## src/rtl/rsb_pkg.sv

```systemverilog
package rsb_pkg;

    localparam int ADDR_W_DEF = 20;
    localparam int PAGE_AW_DEF = 15;
    localparam int ROM_AW_DEF = 13;
    localparam int RAM_AW_DEF = 17;
    localparam int DATA_W_DEF = 8;

    typedef enum logic [1:0] {
        WIN_IDLE = 2'd0,
        WIN_ROM  = 2'd1,
        WIN_LOAD = 2'd2,
        WIN_STORE = 2'd3
    } win_e;

    typedef struct packed {
        logic rd;
        logic sel_rom;
        logic sel_load;
        logic sel_store;
    } strobes_t;

endpackage

```

## src/rtl/rsb_window_decode.sv

```systemverilog
module rsb_window_decode
    import rsb_pkg::*;
#(
    parameter int PAGE_W = 5,
    parameter logic [PAGE_W-1:0] ROM_PAGE = 5'h1A,
    parameter logic [PAGE_W-1:0] LOAD_PAGE = 5'h1C,
    parameter logic [PAGE_W-1:0] STORE_PAGE = 5'h1D
) (
    input  logic [PAGE_W-1:0] page,
    input  strobes_t          stb,
    output win_e              win
);

    logic hit_rom, hit_load, hit_store;

    assign hit_rom   = stb.rd && stb.sel_rom   && (page == ROM_PAGE);
    assign hit_load  = stb.rd && stb.sel_load  && (page == LOAD_PAGE);
    assign hit_store = stb.rd && stb.sel_store && (page == STORE_PAGE);

    always_comb begin
        win = WIN_IDLE;
        if (hit_rom) begin
            win = WIN_ROM;
        end else if (hit_load) begin
            win = WIN_LOAD;
        end else if (hit_store) begin
            win = WIN_STORE;
        end
    end

endmodule

```

## src/rtl/rsb_byte_latch.sv

```systemverilog
module rsb_byte_latch #(
    parameter int W = 8
) (
    input  logic         clk,
    input  logic         rst,
    input  logic         load,
    input  logic [W-1:0] din,
    output logic [W-1:0] q
);

    always_ff @(posedge clk) begin
        if (rst) begin
            q <= '0;
        end else if (load) begin
            q <= din;
        end
    end

endmodule

```

## src/rtl/rsb_bus_mux.sv

```systemverilog
module rsb_bus_mux
    import rsb_pkg::*;
#(
    parameter int W = 8
) (
    input  win_e         win,
    input  logic [W-1:0] rom_rdata,
    input  logic [W-1:0] sram_rdata,
    input  logic [W-1:0] held,
    output logic [W-1:0] dout,
    output logic         doe
);

    always_comb begin
        dout = '0;
        doe  = 1'b0;
        unique case (win)
            WIN_ROM: begin
                dout = rom_rdata;
                doe  = 1'b1;
            end
            WIN_LOAD: begin
                dout = sram_rdata;
                doe  = 1'b1;
            end
            WIN_STORE: begin
                dout = held;
                doe  = 1'b1;
            end
            default: begin
                dout = '0;
                doe  = 1'b0;
            end
        endcase
    end

endmodule

```

## src/rtl/rdonly_store_bridge.sv

```systemverilog
module rdonly_store_bridge
    import rsb_pkg::*;
#(
    parameter int ADDR_W = ADDR_W_DEF,
    parameter int PAGE_AW = PAGE_AW_DEF,
    parameter int ROM_AW = ROM_AW_DEF,
    parameter int RAM_AW = RAM_AW_DEF,
    parameter int DATA_W = DATA_W_DEF,
    parameter logic [ADDR_W-1:0] ROM_BASE = 20'hD0000,
    parameter logic [ADDR_W-1:0] LOAD_BASE = 20'hE0000,
    parameter logic [ADDR_W-1:0] STORE_BASE = 20'hE8000
) (
    input  logic              clk,
    input  logic              rst,
    input  logic [ADDR_W-1:0] bus_addr,
    input  logic              rd,
    input  logic              sel_rom,
    input  logic              sel_rdwin,
    input  logic              sel_wrwin,
    input  logic [DATA_W-1:0] rom_rdata,
    input  logic [DATA_W-1:0] sram_rdata,
    output logic [DATA_W-1:0] bus_dout,
    output logic              bus_doe,
    output logic              rom_en,
    output logic [ROM_AW-1:0] rom_addr,
    output logic              sram_en,
    output logic              sram_oe,
    output logic              sram_we,
    output logic [RAM_AW-1:0] sram_addr,
    output logic [DATA_W-1:0] sram_wdata
);

    localparam int PAGE_W = ADDR_W - PAGE_AW;
    localparam int TIE_W = RAM_AW - PAGE_AW;

    win_e              win;
    strobes_t          stb;
    logic [DATA_W-1:0] held_byte;
    logic [PAGE_AW-1:0] offset;

    assign stb.rd        = rd;
    assign stb.sel_rom   = sel_rom;
    assign stb.sel_load  = sel_rdwin;
    assign stb.sel_store = sel_wrwin;
    assign offset        = bus_addr[PAGE_AW-1:0];

    rsb_window_decode #(
        .PAGE_W    (PAGE_W),
        .ROM_PAGE  (ROM_BASE[ADDR_W-1:PAGE_AW]),
        .LOAD_PAGE (LOAD_BASE[ADDR_W-1:PAGE_AW]),
        .STORE_PAGE(STORE_BASE[ADDR_W-1:PAGE_AW])
    ) u_decode (
        .page(bus_addr[ADDR_W-1:PAGE_AW]),
        .stb (stb),
        .win (win)
    );

    rsb_byte_latch #(
        .W(DATA_W)
    ) u_latch (
        .clk (clk),
        .rst (rst),
        .load(win == WIN_LOAD),
        .din (bus_addr[DATA_W-1:0]),
        .q   (held_byte)
    );

    rsb_bus_mux #(
        .W(DATA_W)
    ) u_mux (
        .win       (win),
        .rom_rdata (rom_rdata),
        .sram_rdata(sram_rdata),
        .held      (held_byte),
        .dout      (bus_dout),
        .doe       (bus_doe)
    );

    assign rom_en     = (win == WIN_ROM);
    assign rom_addr   = offset[ROM_AW-1:0];
    assign sram_en    = (win == WIN_LOAD) || (win == WIN_STORE);
    assign sram_oe    = (win == WIN_LOAD);
    assign sram_we    = (win == WIN_STORE);
    assign sram_wdata = held_byte;

    generate
        if (TIE_W > 0) begin : g_tie_high
            assign sram_addr = {{TIE_W{1'b1}}, offset};
        end else begin : g_no_tie
            assign sram_addr = offset[RAM_AW-1:0];
        end
    endgenerate

endmodule

```

## config.mk

```make
export PLATFORM = sky130hd
export DESIGN_NAME = rdonly_store_bridge
export DESIGN_NICKNAME = d
export VERILOG_FILES = /design/src/rtl/rsb_pkg.sv /design/src/rtl/rsb_window_decode.sv /design/src/rtl/rsb_byte_latch.sv /design/src/rtl/rsb_bus_mux.sv /design/src/rtl/rdonly_store_bridge.sv
export SDC_FILE = /design/constraint.sdc
export NUM_CORES = 1
export LEC_CHECK = 0
export BUFFER_PORTS_ARGS = -buffer_cell sky130_fd_sc_hd__buf_2
export CAP_MARGIN = 30
export CORE_UTILIZATION = 31
export CTS_BUF_LIST = sky130_fd_sc_hd__clkbuf_4
export DETAILED_ROUTE_END_ITERATION = 8
export GPL_ROUTABILITY_DRIVEN = 0
export PLACE_DENSITY = 0.87
export SETUP_SLACK_MARGIN = 0.3
export SLEW_MARGIN = 20
export SYNTH_ARGS = -nofsm -noshare
export SYNTH_HDL_FRONTEND = slang
export SYNTH_SLANG_ARGS = --single-unit
```

## constraint.sdc

```tcl
create_clock -name clk -period 0.97 [get_ports clk]
set_input_delay 0.0485 -clock clk [delete_from_list [all_inputs] [get_ports clk]]
set_output_delay 0.0485 -clock clk [all_outputs]
set_load 0.01 [all_outputs]
```

Word level (Yosys, flattened, before mapping) --
Index checks and enable logic that the tools add are counted.
Storage, ports and cells: register bits after elaboration 8, input bits 42, output and inout port bits 51, logic and storage cells 20
Cells by class: equal/unequal tests 6, multiplexer cells 5, reductions and logical operators 8
Operator list (number):
- $pmux 8 s3 | 1
- $eq 5x5->1 const B | 3
- $logic_and 1x1->1 | 6
- $mux 2 | 3
- $eq 2x2->1 const B | 2
- $reduce_or 3->1 | 1
- $eq 2x1->1 const B | 1
- $logic_or 1x1->1 | 1
- $mux 1 | 1

Logic depth before layout (Yosys ltp) --
Gate-level depths: netlist (run 1).
word-level depth 8, gate-level depth with buffers 5, depth with buffers taken out 4

Cells and area by module --
Synthesis (run 1) repeated with hierarchy kept, for this count alone.
Second synthesis, totals: cell total of the unflattened synthesis 88, area total of the unflattened synthesis 793.3 um2
By module, submodules not included:
- rsb_byte_latch | times used 1, cells each 26, area an instance 285.3 um2, sequential area each 160.2 um2
- rdonly_store_bridge | times used 1, cells each 35, area an instance 255.2 um2, sequential area each 0.0 um2
- rsb_bus_mux | times used 1, cells each 21, area an instance 197.7 um2, sequential area each 0.0 um2
- rsb_window_decode | times used 1, cells each 6, area an instance 55.1 um2, sequential area each 0.0 um2

Worst setup path after synthesis (run 1) --
Ideal clock, no wire load.
path type input-to-output, start point input bus_addr[17], end point output bus_dout[0], arrival time 0.974 ns, data required time 0.922 ns, setup slack -0.053 ns, stages on the path 5, buffers on the path 1, cell sequence and4bb_1 and2_1 buf_6 a22oi_1 a21oi_1
On the way: cells in the longest elaborated chain, start to end 7, elaborated cells between the ends (all ways) 13, classes of those cells eq/ne (6); mux (4); reduce/logical (3)
Ends and longest elaborated chain:
- start: declaration | RTL line rdonly_store_bridge.sv:15 | input logic [ADDR_W-1:0] bus_addr,
- $eq 5x5->1 | RTL line rsb_window_decode.sv:18 | assign hit_store = stb.rd && stb.sel_store && (page == STORE_PAGE);
- $logic_and 1x1->1 | RTL line rsb_window_decode.sv:18
- $mux 2 | RTL line rsb_window_decode.sv:26 | end else if (hit_store) begin
- $mux 2 | RTL line rsb_window_decode.sv:24 | end else if (hit_load) begin
- $mux 2 * | RTL line rsb_window_decode.sv:22 | if (hit_rom) begin
- $eq 2x1->1 *
- via rom_en | RTL line rdonly_store_bridge.sv:24 | output logic rom_en,
- $pmux 8 s3 * | RTL line rsb_bus_mux.sv:17 | unique case (win)
- end: declaration | RTL line rdonly_store_bridge.sv:22 | output logic [DATA_W-1:0] bus_dout,
Mark *: on every way through the listed nets, which the timed path passes. The rest lies on a longest branch.

Final worst setup path (run 1) --
start point input bus_addr[16], end point output bus_dout[2]
On the way: cells in the longest elaborated chain, start to end 7, elaborated cells between the ends (all ways) 13, classes of those cells eq/ne (6); mux (4); reduce/logical (3)
Ends and longest elaborated chain (RTL line):
- $eq 5x5->1 | rsb_window_decode.sv:18
- $logic_and 1x1->1 | rsb_window_decode.sv:18
- $mux 2 | rsb_window_decode.sv:26
- $mux 2 | rsb_window_decode.sv:24
- $mux 2 * | rsb_window_decode.sv:22
- $eq 2x2->1 / $eq 2x1->1 (equally long branches) | rsb_bus_mux.sv:17
- $pmux 8 s3 * | rsb_bus_mux.sv:17
Every way passes the cells marked *; elsewhere a longest branch is shown, timed or not.

==> run metrics, run 1 <==
final instance area 1480 um^2; Reg clk slew, reported paths 0.05 ns; Pleak 0.662 nW; flop2flop setup slack 0.29 ns; GRT Total Usage 0.189; biggest regs u_latch.q (8); Die H 53.1 um; CP Launch Type input pin; mux cell area share after synthesis 0; NumNets Final 210; worst setup margin -0.245 ns; Synth Area in Simple Gates 0.232; Synth top area share 0.278; Worst Hold Path EP u_latch.q[4]$_SDFFE_PP0N_; cells along the critical path buf_6, nor4bb_1, buf_4, o21ai_4, nand2_1, a21oi_2, buf_2; failing checks negative setup slack; Worst EP required 0.92 ns; hold path cells 3; die width 53.1 um; filler cell count 206; die area 2820 um^2; pwr dens 556 nW/um^2; clk buf depth 2; most frequent cell after synthesis buf_4; Crit path largest cell delay 0.44 ns; hold_ws 0.0590 ns; Post-Synth XOR/XNOR Area 0; final hold vios 0; num rows 18; most frequent cells after synthesis 30 x buf_4, 25 x nand2_1, 9 x a21oi_1, 8 x a21oi_2, 8 x dfxtp_1; total design power 0.000823 W; initial antenna violation count 0; grt total ovfl 0; CTS Buf Count 3; I/O pin cnt 93; H-tree depth 1; total of max-cap violations 0; Pins Over Slew Limit 0; final setup skew 0 ns; cell family with most CP delay simple AND/OR/NAND/NOR gates; worst path bufs/invs 3; routed length per instance 13.8 um; Diodes inserted 0; Routed WL 2700 um; area leader, netlist buf_4; hpwl dp 1860 um; Synth async-reset ratio 0; largest family of logic cells by synthesized area buffers and inverters; Synth area leaders buf_4 28%, dfxtp_1 20%, nand2_1 12%; Final setup viols 10; first-pass GRT wire length 3740 um; Largest Register u_latch.q; complex-gate fraction of the synthesized area 0.244; DP Worst Slack -0.273 ns; number of DRC markers in iteration 0 6; Hold Buf Count CTS 0; antenna viol nets, final 0; end of the worst register-to-register path u_latch.q[6]$_SDFFE_PP0N_; placement-stage cell area 1130 um^2; vias in the first global route 871; Tmin final 1.21 ns; post-synthesis instance total 108; Synth Area in Adders 0; Post-synth EDFFs 0; number of synthesized register bits 8; CORE AREA 2480 um^2; starting density of the core 0.327; Hold Crit Class input pin to flip-flop; Via Count 940; Synth cell types 24; Tcrit/Tclk final 1.25; Post-synth top flop dfxtp_1; post-DR vias/cell 4.80; Syn-to-layout area delta 82.8%; Max Fanout on Critical Path 8; synthesized area per cell 7.50 um^2; Crit-path slowest cell nor4bb_1; Detailed Routing Iterations Pass 1 4; critical path type input pin to output port; Clk Latency, worst-skew pair 0.24 ns; synth warn 0; clk sinks 8; TritonCTS clock tree built; sequential-to-total area share from yosys stat 0.198; Root Buffer clkbuf_4; CP arrival 1.17 ns; layout cells sized above 1 0.837; largest net degree at the start of global routing 10; kind of end point of the critical path output port; max reg flops 8; Fmax 823 MHz; reg2reg start u_latch.q[6]$_SDFFE_PP0N_; worst vdd ir 0.000417 V; Hold Startpoint bus_addr[4]; unrepaired setup endpoints after global routing true; Reg2Reg Depth 3; status complete, but fails checks; area of the mapped netlist 810 um^2; Buffers on Ports 71; detailed-route DRC error count 0
==> cell families (layout without fill, tap and decap cells) <==
group	after synthesis	in the layout
and+or+nand+nor	37	37
buffers and inverters	35	92
AOI/OAI and AO/OA	27	27
DFF	8	8
other	1	2
==> final cells by class <==
class | instances | area (um^2) | area share
multi-input cells | 66 | 571 | 0.385
flip-flops and latches | 8 | 190 | 0.128
clock buffers | 3 | 22.5 | 0.0152
repair buffers | 88 | 656 | 0.443
inverters | 1 | 3.75 | 0.00254
well taps | 30 | 37.5 | 0.0254
==> worst max-delay path by stage <==
stage	startpoint	to	slack, ns	cells past startpoint
final	bus_addr[16]	bus_dout[2]	-0.24	7
after global routing	bus_addr[16]	bus_dout[2]	-0.28	7
after CTS	bus_addr[17]	bus_dout[3]	-0.17	7
after detailed placement	bus_addr[15]	bus_dout[1]	-0.27	7
after global placement	bus_addr[15]	bus_dout[1]	-0.23	7
after floorplan	bus_addr[15]	bus_dout[0]	0.003	5
==> worst min-delay path, delay by kind of cell <==
family,cells,cell delay [ns]
buf+inv,1,0.11
simple gates,1,0.06
compound gates,1,0.05
==> per-stage QoR <==
| stage | utilization | setup TNS, ns | std cells |
|---|---|---|---|
| floorplan | - | 0 | 109 |
| global placement | 0.457 | -2.81 | 186 |
| detailed placement | 0.457 | -3.20 | 186 |
| CTS | 0.538 | -1.36 | 191 |
| global route | 0.597 | -2.38 | 196 |
| finish | 0.597 | -2.04 | 196 |
==> timing repair <==
action                     CTS  global route
pin swaps                   13            11
gates cloned                 1             1
buffers inserted             1             4
gates resized for setup     38            23
setup endpoints to repair   29            29
==> placed cells by master (no fill, tap or decap), types with 2 or more instances in the layout <==
cell type,instances
buf_2,57
buf_6,20
nand2_1,17
a21oi_2,16
nand2_4,8
dfxtp_4,8
buf_4,6
a22oi_2,4
a22oi_1,4
nor3_4,3
clkbuf_4,3
buf_12,3
nand2b_4,2
o21ai_4,2
conb_1,2
==> per-layer routing <==
metal / global-route usage / share of wire
met5: 0 / 0
met4: 0.118 / 0.031
met3: 0.0287 / 0.073
met2: 0.378 / 0.56
met1: 0.172 / 0.34
==> power by group <==
group / switching [W] / internal (W)
Sequential: 0.00000199 / 0.000309
Combinational: 0.000129 / 0.000138
Clock: 0.000104 / 0.000141
Total: 0.000235 / 0.000588
(Power assumes the default switching activity.)
==> run 2: changes to the inputs <==
- BUFFER_PORTS_ARGS: -buffer_cell sky130_fd_sc_hd__buf_2 -> -buffer_cell sky130_fd_sc_hd__clkbuf_2
==> run metrics, run 2 (synthesized netlist as in run 1, its figures left out) <==
Hold Buf Count CTS 0; pwr dens 576 nW/um^2; TritonCTS clock tree built; Hold Crit Class input pin to flip-flop; Pleak 0.675 nW; clk buf depth 2; vias in the first global route 867; biggest regs u_latch.q (8); status complete, but fails checks; hpwl dp 1880 um; Worst EP required 0.92 ns; die width 53.1 um; starting density of the core 0.327; worst setup margin -0.169 ns; num rows 18; Detailed Routing Iterations Pass 1 3; P_sw 0.000238 W; CTS Buf Count 3; detailed-route DRC error count 0; unrepaired setup endpoints after global routing true; NumNets Final 214; Largest Register u_latch.q; max reg flops 8; grt total ovfl 0; post-DR vias/cell 4.72; Fmax 878 MHz; critical path type input pin to output port; largest net degree at the start of global routing 10; CP Launch Type input pin; Syn-to-layout area delta 80.5%; CORE AREA 2480 um^2; leading cell type in the layout, fill and taps excluded clkbuf_2; die area 2820 um^2; Routed WL 2460 um; worst vdd ir 0.000376 V; share of power burned in registers 0.385; Diodes inserted 0; Root Buffer clkbuf_4; kind of end point of the critical path output port; CP arrival 1.09 ns; switching share of power 0.282; antenna viol nets, final 0; Final Util 0.590; Pins Over Slew Limit 0; power share of the combinational group 0.321; Clk Latency, worst-skew pair 0.25 ns; Die H 53.1 um; total of max-cap violations 0; H-tree depth 1; Tmin final 1.14 ns; first-pass GRT wire length 3690 um; number of DRC markers in iteration 0 7; Final setup viols 9; Clock power frac 0.294; Max Fanout on Critical Path 4; most frequent cells in the layout 47 x clkbuf_2, 16 x a21oi_2, 15 x buf_6; final hold vios 0; final setup skew 0 ns; initial antenna violation count 0; GRT Total Usage 0.185; routed length per instance 12.3 um; layout cells sized above 1 0.894; Reg clk slew, reported paths 0.05 ns; clk sinks 8; DP Worst Slack -0.237 ns; Tcrit/Tclk final 1.17; Buffers on Ports 71; failing checks negative setup slack; Via Count 944; I/O pin cnt 93; internal cell power 0.000604 W
==> run 2: area by class of cell <==
class	count	area, um^2
well taps	30	37.5
repair buffers	92	658
inverters	1	3.75
flip-flops and latches	8	178
multi-input cells	66	562
fillers	224	1020
clock buffers	3	22.5
==> run 2: worst paths after layout <==
check,from,end,slack [ns],depth (start not counted)
worst max-delay path,bus_addr[15],bus_dout[5],-0.17,7
worst min-delay path,bus_addr[7],u_latch.q[7]$_SDFFE_PP0N_,0.05,3
worst max register to register,u_latch.q[4]$_SDFFE_PP0N_,u_latch.q[4]$_SDFFE_PP0N_,0.28,3
worst min register to register,u_latch.q[6]$_SDFFE_PP0N_,u_latch.q[6]$_SDFFE_PP0N_,0.48,2
==> run 2: power groups by stage <==
stage / Sequential (W) / Combinational (W) / Clock (W)
floorplan: 0.000339 / 0.000179 / 0
global placement: 0.000339 / 0.000220 / 0
detailed placement: 0.000339 / 0.000224 / 0
CTS: 0.000332 / 0.000257 / 0.000259
global route: 0.000324 / 0.000292 / 0.000274
finish: 0.000324 / 0.000270 / 0.000247
==> run 2: worst max-delay path, stage by stage <==
cell	delay (ns)
buf_6	0.09
and4bb_2	0.33
and2_4	0.16
buf_4	0.13
a22oi_2	0.08
a21oi_2	0.11
buf_2	0.14
==> run 2: repair_timing <==
action,4_1_cts,5_1_grt
gates cloned,1,0
endpoints found under the setup margin,29,29
buffers inserted,1,6
pin swaps,11,10
resized for setup,30,44
==> run 2: layer usage <==
| metal | track usage | wire length (um) | share of wire | up-vias |
|---|---|---|---|---|
| li1 | - | - | - | 460 |
| met1 | 0.179 | 866 | 0.35 | 420 |
| met2 | 0.344 | 1310 | 0.53 | 50 |
| met3 | 0.0402 | 210 | 0.085 | 14 |
| met4 | 0.127 | 74 | 0.030 | 0 |
| met5 | 0 | 0 | 0 | - |
==> run 2: per-stage QoR <==
stage	cell area, um^2	cells	power [W]	hold slack (ns)	setup TNS, ns
6_report	1460	200	0.000842	0.0463	-1.33
5_1_grt	1460	200	0.000889	0.0643	-1.88
4_1_cts	1320	194	0.000848	0.0469	-1.42
3_5_place_dp	1150	189	0.000563	0.0971	-2.83
3_3_place_gp	1150	189	0.000559	0.0971	-2.36
2_1_floorplan	902	109	0.000518	0.189	0
